==> config.mk <==
export PLATFORM = sky130hd
export DESIGN_NAME = page_read_seq
export DESIGN_NICKNAME = d
export VERILOG_FILES = /design/src/rtl/page_read_pkg.sv /design/src/rtl/read_edge.sv /design/src/rtl/load_timer.sv /design/src/rtl/page_addr.sv /design/src/rtl/page_read_seq.sv
export SDC_FILE = /design/constraint.sdc
export NUM_CORES = 1
export LEC_CHECK = 0
export CAP_MARGIN = 10
export CORE_MARGIN = 1.5
export CORE_UTILIZATION = 49
export CTS_CLUSTER_SIZE = 25
export DETAILED_ROUTE_END_ITERATION = 10
export GPL_ROUTABILITY_DRIVEN = 0
export PLACE_DENSITY = 0.86
export SYNTH_ARGS = -nofsm -noshare
export SYNTH_HDL_FRONTEND = slang
export SYNTH_SLANG_ARGS = --single-unit
==> constraint.sdc <==
create_clock -name clk_i -period 7.6 [get_ports clk_i]
set_clock_uncertainty 0.2 [all_clocks]
set_input_delay 2.28 -clock clk_i [delete_from_list [all_inputs] [get_ports clk_i]]
set_output_delay 2.28 -clock clk_i [all_outputs]
set_load 0.05 [all_outputs]
==> src/rtl/page_read_pkg.sv <==
package page_read_pkg;
  typedef enum logic [1:0] {
    ST_IDLE  = 2'd0,
    ST_LOAD  = 2'd1,
    ST_READY = 2'd2,
    ST_GRACE = 2'd3
  } seq_state_e;
endpackage

==> src/rtl/read_edge.sv <==
module read_edge (
  input  logic clk_i,
  input  logic rst_ni,
  input  logic strobe_ni,
  output logic fall_o,
  output logic rise_o
);
  logic strobe_q;

  always_ff @(posedge clk_i or negedge rst_ni)
    if (!rst_ni) strobe_q <= 1'b1;
    else         strobe_q <= strobe_ni;

  assign fall_o = strobe_q & ~strobe_ni;
  assign rise_o = ~strobe_q & strobe_ni;
endmodule

==> src/rtl/load_timer.sv <==
module load_timer #(
  parameter int W = 4
) (
  input  logic         clk_i,
  input  logic         rst_ni,
  input  logic         load_i,
  input  logic [W-1:0] val_i,
  output logic         zero_o
);
  logic [W-1:0] cnt_q;

  always_ff @(posedge clk_i or negedge rst_ni)
    if (!rst_ni)              cnt_q <= '0;
    else if (load_i)          cnt_q <= val_i;
    else if (cnt_q != '0)     cnt_q <= cnt_q - 1'b1;

  assign zero_o = (cnt_q == '0);
endmodule

==> src/rtl/page_addr.sv <==
module page_addr #(
  parameter int PAGE_BYTES = 528,
  parameter int MAIN_BYTES = 512,
  parameter int BLK_PAGES  = 32,
  parameter int PAGE_W     = 15
) (
  input  logic                              clk_i,
  input  logic                              rst_ni,
  input  logic                              start_i,
  input  logic [1:0]                        mode_i,
  input  logic [$clog2(MAIN_BYTES)-2:0]     col_in_i,
  input  logic [PAGE_W-1:0]                 page_in_i,
  input  logic                              adv_i,
  output logic [$clog2(PAGE_BYTES)-1:0]     col_o,
  output logic [PAGE_W-1:0]                 page_o,
  output logic                              spare_o,
  output logic                              last_col_o,
  output logic                              last_in_blk_o
);
  localparam int COL_W = $clog2(PAGE_BYTES);
  localparam int SP_W  = $clog2(PAGE_BYTES - MAIN_BYTES);
  localparam int BLK_W = $clog2(BLK_PAGES);

  logic [COL_W-1:0]  col_q, start_col;
  logic [PAGE_W-1:0] page_q;
  logic              spare_q;

  always_comb begin
    if (mode_i[1])      start_col = COL_W'(MAIN_BYTES) + COL_W'(col_in_i[SP_W-1:0]);
    else if (mode_i[0]) start_col = COL_W'(MAIN_BYTES / 2) + COL_W'(col_in_i);
    else                start_col = COL_W'(col_in_i);
  end

  assign last_col_o    = (col_q == COL_W'(PAGE_BYTES - 1));
  assign last_in_blk_o = &page_q[BLK_W-1:0];

  always_ff @(posedge clk_i or negedge rst_ni) begin
    if (!rst_ni) begin
      col_q   <= '0;
      page_q  <= '0;
      spare_q <= 1'b0;
    end else if (start_i) begin
      col_q   <= start_col;
      page_q  <= page_in_i;
      spare_q <= mode_i[1];
    end else if (adv_i) begin
      if (!last_col_o) begin
        col_q <= col_q + 1'b1;
      end else if (!last_in_blk_o) begin
        page_q <= page_q + 1'b1;
        col_q  <= spare_q ? COL_W'(MAIN_BYTES) : '0;
      end
    end
  end

  assign col_o   = col_q;
  assign page_o  = page_q;
  assign spare_o = spare_q;
endmodule

==> src/rtl/page_read_seq.sv <==
module page_read_seq
  import page_read_pkg::*;
#(
  parameter int PAGE_BYTES   = 528,
  parameter int MAIN_BYTES   = 512,
  parameter int BLK_PAGES    = 32,
  parameter int PAGE_W       = 15,
  parameter int DATA_W       = 8,
  parameter int LOAD_CYCLES  = 8,
  parameter int GRACE_CYCLES = 3
) (
  input  logic                          clk_i,
  input  logic                          rst_ni,
  input  logic                          start_i,
  input  logic [1:0]                    mode_i,
  input  logic [$clog2(MAIN_BYTES)-2:0] start_col_i,
  input  logic [PAGE_W-1:0]             start_page_i,
  input  logic                          ce_ni,
  input  logic                          re_ni,
  input  logic                          cle_i,
  input  logic                          ale_i,
  output logic [PAGE_W-1:0]             rom_page_o,
  output logic [$clog2(PAGE_BYTES)-1:0] rom_col_o,
  input  logic [DATA_W-1:0]             rom_data_i,
  output logic [DATA_W-1:0]             dq_o,
  output logic                          dq_oe_o,
  output logic                          rb_o,
  output logic                          re_err_o
);
  localparam int COL_W = $clog2(PAGE_BYTES);
  localparam int TMR_MAX = (LOAD_CYCLES > GRACE_CYCLES) ? LOAD_CYCLES : GRACE_CYCLES;
  localparam int TMR_W = $clog2(TMR_MAX + 1);

  seq_state_e       state_q, state_d;
  logic             re_fall, re_rise, tmr_zero, tmr_load, adv;
  logic [TMR_W-1:0] tmr_val;
  logic [COL_W-1:0] col;
  logic             spare, last_col, last_in_blk;

  read_edge u_edge (
    .clk_i     (clk_i),
    .rst_ni    (rst_ni),
    .strobe_ni (re_ni),
    .fall_o    (re_fall),
    .rise_o    (re_rise)
  );

  page_addr #(
    .PAGE_BYTES (PAGE_BYTES),
    .MAIN_BYTES (MAIN_BYTES),
    .BLK_PAGES  (BLK_PAGES),
    .PAGE_W     (PAGE_W)
  ) u_addr (
    .clk_i         (clk_i),
    .rst_ni        (rst_ni),
    .start_i       (start_i),
    .mode_i        (mode_i),
    .col_in_i      (start_col_i),
    .page_in_i     (start_page_i),
    .adv_i         (adv),
    .col_o         (col),
    .page_o        (rom_page_o),
    .spare_o       (spare),
    .last_col_o    (last_col),
    .last_in_blk_o (last_in_blk)
  );

  load_timer #(.W(TMR_W)) u_tmr (
    .clk_i  (clk_i),
    .rst_ni (rst_ni),
    .load_i (tmr_load),
    .val_i  (tmr_val),
    .zero_o (tmr_zero)
  );

  assign adv = (state_q == ST_READY) & re_rise & ~ce_ni;

  always_comb begin
    state_d  = state_q;
    tmr_load = 1'b0;
    tmr_val  = TMR_W'(LOAD_CYCLES - 1);
    if (start_i) begin
      state_d  = ST_LOAD;
      tmr_load = 1'b1;
    end else begin
      unique case (state_q)
        ST_IDLE: ;
        ST_LOAD:
          if (ce_ni)         state_d = ST_IDLE;
          else if (tmr_zero) state_d = ST_READY;
        ST_READY:
          if (ce_ni) state_d = ST_IDLE;
          else if (adv && last_col) begin
            if (last_in_blk) state_d = ST_IDLE;
            else begin
              state_d  = ST_GRACE;
              tmr_load = 1'b1;
              tmr_val  = TMR_W'(GRACE_CYCLES - 1);
            end
          end
        ST_GRACE:
          if (ce_ni) state_d = ST_IDLE;   // early CE rise drops the load
          else if (tmr_zero) begin
            state_d  = ST_LOAD;
            tmr_load = 1'b1;
          end
        default: state_d = ST_IDLE;
      endcase
    end
  end

  always_ff @(posedge clk_i or negedge rst_ni)
    if (!rst_ni) state_q <= ST_IDLE;
    else         state_q <= state_d;

  always_ff @(posedge clk_i or negedge rst_ni)
    if (!rst_ni) re_err_o <= 1'b0;
    else         re_err_o <= re_fall & ~ce_ni & (state_q != ST_READY);

  assign rom_col_o = col;
  assign rb_o      = (state_q != ST_LOAD);
  assign dq_oe_o   = ~ce_ni & ~re_ni & ~cle_i & ~ale_i & (state_q == ST_READY);
  assign dq_o      = (col >= COL_W'(MAIN_BYTES)) ? {DATA_W{1'b1}} : rom_data_i;

  AST_COL_RANGE: assert property (@(posedge clk_i) disable iff (!rst_ni)
    col < COL_W'(PAGE_BYTES));
  AST_BUSY_AFTER_START: assert property (@(posedge clk_i) disable iff (!rst_ni)
    start_i |=> !rb_o);
  AST_SPARE_STAYS_SPARE: assert property (@(posedge clk_i) disable iff (!rst_ni)
    (spare && state_q != ST_IDLE) |-> col >= COL_W'(MAIN_BYTES));
  AST_BLOCK_FIXED: assert property (@(posedge clk_i) disable iff (!rst_ni)
    !start_i |=> $stable(rom_page_o[PAGE_W-1:$clog2(BLK_PAGES)]));
  AST_NO_ADVANCE: assert property (@(posedge clk_i) disable iff (!rst_ni)
    (state_q != ST_READY && !start_i) |=> $stable(col));
  AST_CE_ABORT: assert property (@(posedge clk_i) disable iff (!rst_ni)
    (ce_ni && !start_i) |=> state_q == ST_IDLE);
endmodule

==> metrics.md, run 1 <==
| Metric | Value |
|---|---|
| Filler Cell Count | `325` |
| Final Hold Viols | `0` |
| Commonest non-fill, non-tap cell in the layout | `clkdlybuf4s50_1` |
| YS warnings | `0` |
| Sw Ratio | `35.8%` |
| Finished Core Util | `71.2%` |
| Dpl cells | `359` |
| P_sw | `206 uW` |
| Crit path time final | `6.79 ns` |
| Status | `finished, final reports clean` |
| DIE WIDTH | `69.5 um` |
| Family with the most delay on the worst path | `buffers and inverters` |
| CP Data Required Time | `5.12 ns` |
| Critical path class | `in -> out` |
| Netlist cell types | `52` |
| First-pass GRT wire length | `9050 um` |
| Number of cell rows | `24` |
| Top Ports | `76` |
| Internal power | `370 uW` |
| Post-CTS setup repair buffer count | `0` |
| Post-DP HPWL | `3780 um` |
| Seq/Total Area, Yosys | `39.3%` |
| Total Routing Usage GR | `23.1%` |
| DRC Markers | `0` |
| CTS tree | `done` |
| Root Driver | `clkbuf_8` |
| Final setup violation count | `0` |
| Syn Std Cell Area | `2170 sq um` |
| Port bufs | `75` |
| # nets final | `360` |
| Critical path buffer and inverter count | `2` |
| Total grt overflow | `0` |
| Area growth from synthesis to layout | `41.1%` |
| Max cap viols | `0` |
| PwrDens | `188 nW/um^2` |
| Clock sink count | `34` |
| CP Cell Sequence | `clkdlybuf4s50_1 -> or4_2 -> nor2_1 -> clkdlybuf4s50_1` |
| Sequential Power Share | `38.3%` |
| Avg Vias per Cell | `5.60` |
| Most frequent cells in the layout | `clkdlybuf4s50_1 (75), dfrtp_1 (33), nand2_1 (21), inv_1 (15), a21oi_1 (15)` |
| Critical path's most frequent cell | `clkdlybuf4s50_1` |
| H-tree levels | `2` |
| Layout cell share with drive strength beyond 1 | `12.7%` |
| DR iter-0 viols | `145` |
| Power share of the combinational group | `32.0%` |
| Cells after Synth | `242` |
| Final worst-path cycle share | `89.4%` |
| Worst Setup Start Kind | `input port` |
| CP peak stage delay | `0.80 ns` |
| Avg Synthesized Cell Area | `8.96 sq um` |
| Core area | `4290 sq um` |
| Die area | `4830 sq um` |
| CTS buffer count | `5` |
| Final Slew Violations | `0` |
| HP Class | `reg -> reg` |
| Worst-Margin Slew | `0.916 ns` |
| Relative slew slack | `38.9%` |
| Final Non-Filler Cells | `367` |
| Drt pass-1 iters | `4` |
| Routed vias | `2057` |
| Slowest-stage cell, CP | `clkdlybuf4s50_1` |
| Antenna violations before repair | `0` |
| Clock power frac | `29.7%` |
| Hold Buf Count CTS | `0` |
| Hold WS | `0.317 ns` |
| Largest net degree at the start of global routing | `35` |
| Worst VDD drop | `108 uV` |
| Vias in the first global route | `1971` |
| CP endpoint kind | `output port` |
| Height of the die | `69.5 um` |
| Wire per inst | `14.6 um` |
| Critical path arrival | `4.31 ns` |
| Clk buf depth | `2` |
| CTS clk-pin slew, worst paths | `0.08 ns` |
| Detailed Route WL | `5350 um` |
| Total power | `576 uW` |
| CTS resizes | `0` |
| Leak | `1.20 nW` |
| CP Max Fanout | `4` |
| Multi-input gate area | `1210 sq um` |
| Post-route antenna net violation count | `0` |
| Flop-to-flop setup slack | `4.85 ns` |
| Clk Latency, worst-skew pair | `0.29 ns` |
| #FFs+latches synth | `34` |
| Synth Net Count | `288` |
| Maximum operating frequency | `147 MHz` |
| RSZ-0062 raised after global routing | `false` |
| Register area | `852 sq um` |
| Diode count | `0` |
| Initial Util | `50.5%` |
| Setup TNS | `0 ns` |
## path summary, 6_finish.rpt
| check | from | end | cells past startpoint |
|---|---|---|---|
| max | re_ni | dq_oe_o | 4 |
| min | u_addr.spare_o$_DFFE_PN0P_ | u_addr.spare_o$_DFFE_PN0P_ | 1 |
| max reg2reg | u_addr.page_o[0]$_DFFE_PN0P_ | u_addr.page_o[9]$_DFFE_PN0P_ | 9 |
| min reg2reg | u_addr.spare_o$_DFFE_PN0P_ | u_addr.spare_o$_DFFE_PN0P_ | 1 |
| max in group asynchronous | rst_ni | u_edge.strobe_q$_DFF_PN1_ | 2 |
| min in group asynchronous | rst_ni | state_q[0]$_DFFE_PN0P_ | 2 |
## registers in the layout, indices dropped and copies added, names as in the netlist
register and count:
re_err_o 1, u_addr.col_o 10, state_q 2, u_edge.strobe_q 1, u_tmr.cnt_q 4, u_addr.spare_o 1
u_addr.page_o 15
## cell usage after synthesis (all sizes together)
master | count | area [sq um]
or3 | 2 | 12.5
a22oi | 1 | 7.51
or4 | 2 | 20.0
o21ai | 13 | 65.1
o211ai | 1 | 7.51
nand2b | 4 | 32.5
xnor2 | 10 | 87.6
a31oi | 1 | 6.26
nor4 | 3 | 33.8
inv | 15 | 56.3
nor3b | 1 | 7.51
nor3 | 15 | 91.3
o311a | 1 | 10.0
clkbuf | 10 | 37.5
nand2 | 21 | 78.8
buf | 2 | 16.3
o22ai | 6 | 37.5
xor2 | 3 | 26.3
a41o | 1 | 10.0
ha | 6 | 75.1
nor2 | 14 | 52.6
o41ai | 1 | 8.76
and3 | 3 | 20.0
a21o | 1 | 7.51
dfstp | 1 | 26.3
a211oi | 1 | 7.51
o311ai | 1 | 8.76
dfrtp | 33 | 826
a32oi | 1 | 8.76
mux2 | 11 | 124
or2b | 1 | 7.51
nand3b | 2 | 15.0
nand4 | 7 | 43.8
nand3 | 12 | 72.6
nor2b | 2 | 12.5
or2 | 9 | 56.3
a21oi | 15 | 75.1
o21bai | 2 | 15.0
nor4b | 1 | 8.76
o32ai | 1 | 8.76
a311oi | 1 | 8.76
or3b | 1 | 8.76
and4 | 2 | 17.5
nand4b | 1 | 8.76
## routing by layer
layer / vias to the layer above / global-route usage, % / part of all wire [%]
met5: - / 0 / 0
met4: 0 / 7.63 / 1.5
met3: 9 / 5.09 / 5.2
met2: 62 / 38.0 / 49
met1: 979 / 30.4 / 44
li1: 1007 / - / -
## cell type report
type                            instances  area share (%)
Clock buffer                            5            2.25
Clock inverter                          3            1.47
Inverter                               15            1.84
Multi-Input combinational cell        181            39.4
Sequential cell                        34            27.9
Tap cell                               52            2.13
Timing Repair Buffer                   77            25.0
## power groups by stage
stage,sequential [mW],clock [mW],combinational [mW]
finish,0.221,0.171,0.184
global route,0.224,0.183,0.196
CTS,0.220,0.173,0.185
detailed placement,0.224,0,0.184
global placement,0.223,0,0.181
floorplan,0.267,0,0.0681
## logic make-up after synthesis
group                      count (synthesis)  synth area share (%)
adders and majority gates                  6                  3.46
AOI/OAI and AO/OA                         48                  13.5
muxes                                     11                  5.71
and+or+nand+nor                          103                  27.7
DFF                                       34                  39.3
buffers and inverters                     27                  5.08
xor gates and xnor gates                  13                  5.25
## per-stage QoR
step | worst slack (ns) | instance area, sq um
2_1_floorplan | 1.54 | 2170
3_3_place_gp | 0.840 | 2950
3_5_place_dp | 0.810 | 2950
4_1_cts | 0.800 | 3060
5_1_grt | 0.713 | 3060
6_report | 0.809 | 3060
No activity file was read; power rests on OpenSTA's default activity.
==> run 2, diff against run 1 <==
==> constraint.sdc (replaced) <==
create_clock -name clk_i -period 8.55 [get_ports clk_i]
set_clock_uncertainty 0.2 [all_clocks]
set_input_delay 2.565 -clock clk_i [delete_from_list [all_inputs] [get_ports clk_i]]
set_output_delay 2.565 -clock clk_i [all_outputs]
set_load 0.05 [all_outputs]
==> metrics.md, run 2 (same netlist as run 1, synthesis figures left out) <==
| Metric | Value |
|---|---|
| CTS tree | `done` |
| Final Slew Violations | `0` |
| Power share of the combinational group | `32.7%` |
| First-pass GRT wire length | `9020 um` |
| Port bufs | `75` |
| # nets final | `360` |
| P_sw | `177 uW` |
| Critical path's most frequent cell | `clkdlybuf4s50_1` |
| CP Cell Sequence | `clkdlybuf4s50_1 -> or4_2 -> nor2_1 -> clkdlybuf4s50_1` |
| Antenna violations before repair | `0` |
| Drt pass-1 iters | `4` |
| Critical path class | `in -> out` |
| Clock sink count | `34` |
| Sw Ratio | `35.4%` |
| Layout cell share with drive strength beyond 1 | `12.7%` |
| CP endpoint kind | `output port` |
| CP peak stage delay | `0.81 ns` |
| Max cap viols | `0` |
| DIE WIDTH | `69.5 um` |
| Commonest non-fill, non-tap cell in the layout | `clkdlybuf4s50_1` |
| Worst VDD drop | `101 uV` |
| Post-DP HPWL | `3840 um` |
| Maximum operating frequency | `136 MHz` |
| HP Class | `reg -> reg` |
| Final worst-path cycle share | `86.2%` |
| Post-CTS setup repair buffer count | `0` |
| Max reg flops | `15` |
| CTS clk-pin slew, worst paths | `0.07 ns` |
| Relative slew slack | `34.3%` |
| Worst Setup Start Kind | `input port` |
| Clk Latency, worst-skew pair | `0.29 ns` |
| Avg Vias per Cell | `5.56` |
| Initial Util | `50.5%` |
| Total Routing Usage GR | `23.3%` |
| Hold Buf Count CTS | `0` |
| Post-route antenna net violation count | `0` |
| Wire per inst | `14.7 um` |
| Height of the die | `69.5 um` |
| RSZ-0062 raised after global routing | `false` |
| Root Driver | `clkbuf_8` |
| Top Ports | `76` |
| Vias in the first global route | `1964` |
| Finished Core Util | `71.2%` |
| Slowest-stage cell, CP | `clkdlybuf4s50_1` |
| Critical path arrival | `4.61 ns` |
| Status | `finished, final reports clean` |
| Total grt overflow | `0` |
| CTS resizes | `0` |
| Dpl cells | `359` |
| Diode count | `0` |
| Critical path buffer and inverter count | `2` |
| Leak | `1.21 nW` |
| Worst-Margin Slew | `0.986 ns` |
| Final setup violation count | `0` |
| Clock power frac | `28.1%` |
| Most frequent cells in the layout | `clkdlybuf4s50_1 (75), dfrtp_1 (33), nand2_1 (21), inv_1 (15), a21oi_1 (15)` |
| PwrDens | `164 nW/um^2` |
| CP Data Required Time | `5.79 ns` |
| DR iter-0 viols | `157` |
| Clk buf depth | `2` |
| Area growth from synthesis to layout | `40.9%` |
| Final Hold Viols | `0` |
| Internal power | `324 uW` |
| Sequential Power Share | `39.2%` |
| CP Max Fanout | `4` |
| DRC Markers | `0` |
| Core area | `4290 sq um` |
| CTS buffer count | `5` |
| Detailed Route WL | `5390 um` |
| Setup TNS | `0 ns` |
| Die area | `4830 sq um` |
| Number of cell rows | `24` |
| Crit path time final | `7.37 ns` |
| H-tree levels | `2` |
| Largest net degree at the start of global routing | `49` |
| Final Non-Filler Cells | `367` |
| Family with the most delay on the worst path | `buffers and inverters` |
| Routed vias | `2042` |
## run 2: changes by cell type in the layout (fill, tap and decap cells not counted)
cell and change:
clkbuf_8 +3, clkinvlp_4 -2, bufinv_16 -1
## run 2: layer usage
metal,share of wire [%],GRT usage [%],up-vias
li1,-,-,1005
met2,49,38.2,69
met4,1.2,7.41,0
met1,44,30.2,959
met3,5.4,6.10,9
met5,0,0,-
## run 2: path summary, 6_finish.rpt
| check | start | endpoint | slack, ns | cells after the start |
|---|---|---|---|---|
| max in group asynchronous | rst_ni | u_edge.strobe_q$_DFF_PN1_ | 5.33 | 2 |
| max reg2reg | u_addr.page_o[0]$_DFFE_PN0P_ | u_addr.col_o[5]$_DFFE_PN0P_ | 5.71 | 7 |
| min reg2reg | u_addr.spare_o$_DFFE_PN0P_ | u_addr.spare_o$_DFFE_PN0P_ | 0.34 | 1 |
| min in group asynchronous | rst_ni | state_q[0]$_DFFE_PN0P_ | 2.49 | 2 |
| min | u_addr.spare_o$_DFFE_PN0P_ | u_addr.spare_o$_DFFE_PN0P_ | 0.34 | 1 |
| max | re_ni | dq_oe_o | 1.18 | 4 |
## run 2: area by class of cell
type                       count  area [sq um]
clock buffer                   8           110
fill                         346          1240
inverter                      15          56.3
multi-input combinational    181          1210
sequential                    34           852
tap                           52          65.1
timing repair buffer          77           766
## run 2: power groups by stage
stage	clock, mW	sequential, mW	combinational, mW
detailed placement	0	0.199	0.163
global placement	0	0.198	0.161
global route	0.150	0.200	0.174
CTS	0.142	0.196	0.164
finish	0.141	0.196	0.164
floorplan	0	0.237	0.0605
## run 2: stage by stage
step                      power [mW]  setup slack (ns)  instance area [sq um]  hold WS (ns)
after detailed placement       0.362              1.18                   2950         0.336
final                          0.501              1.18                   3060         0.344
after global placement         0.359              1.22                   2950         0.295
after floorplan                0.297              1.92                   2170         0.282
after CTS                      0.502              1.17                   3060         0.351
after global routing           0.523              1.09                   3060         0.360
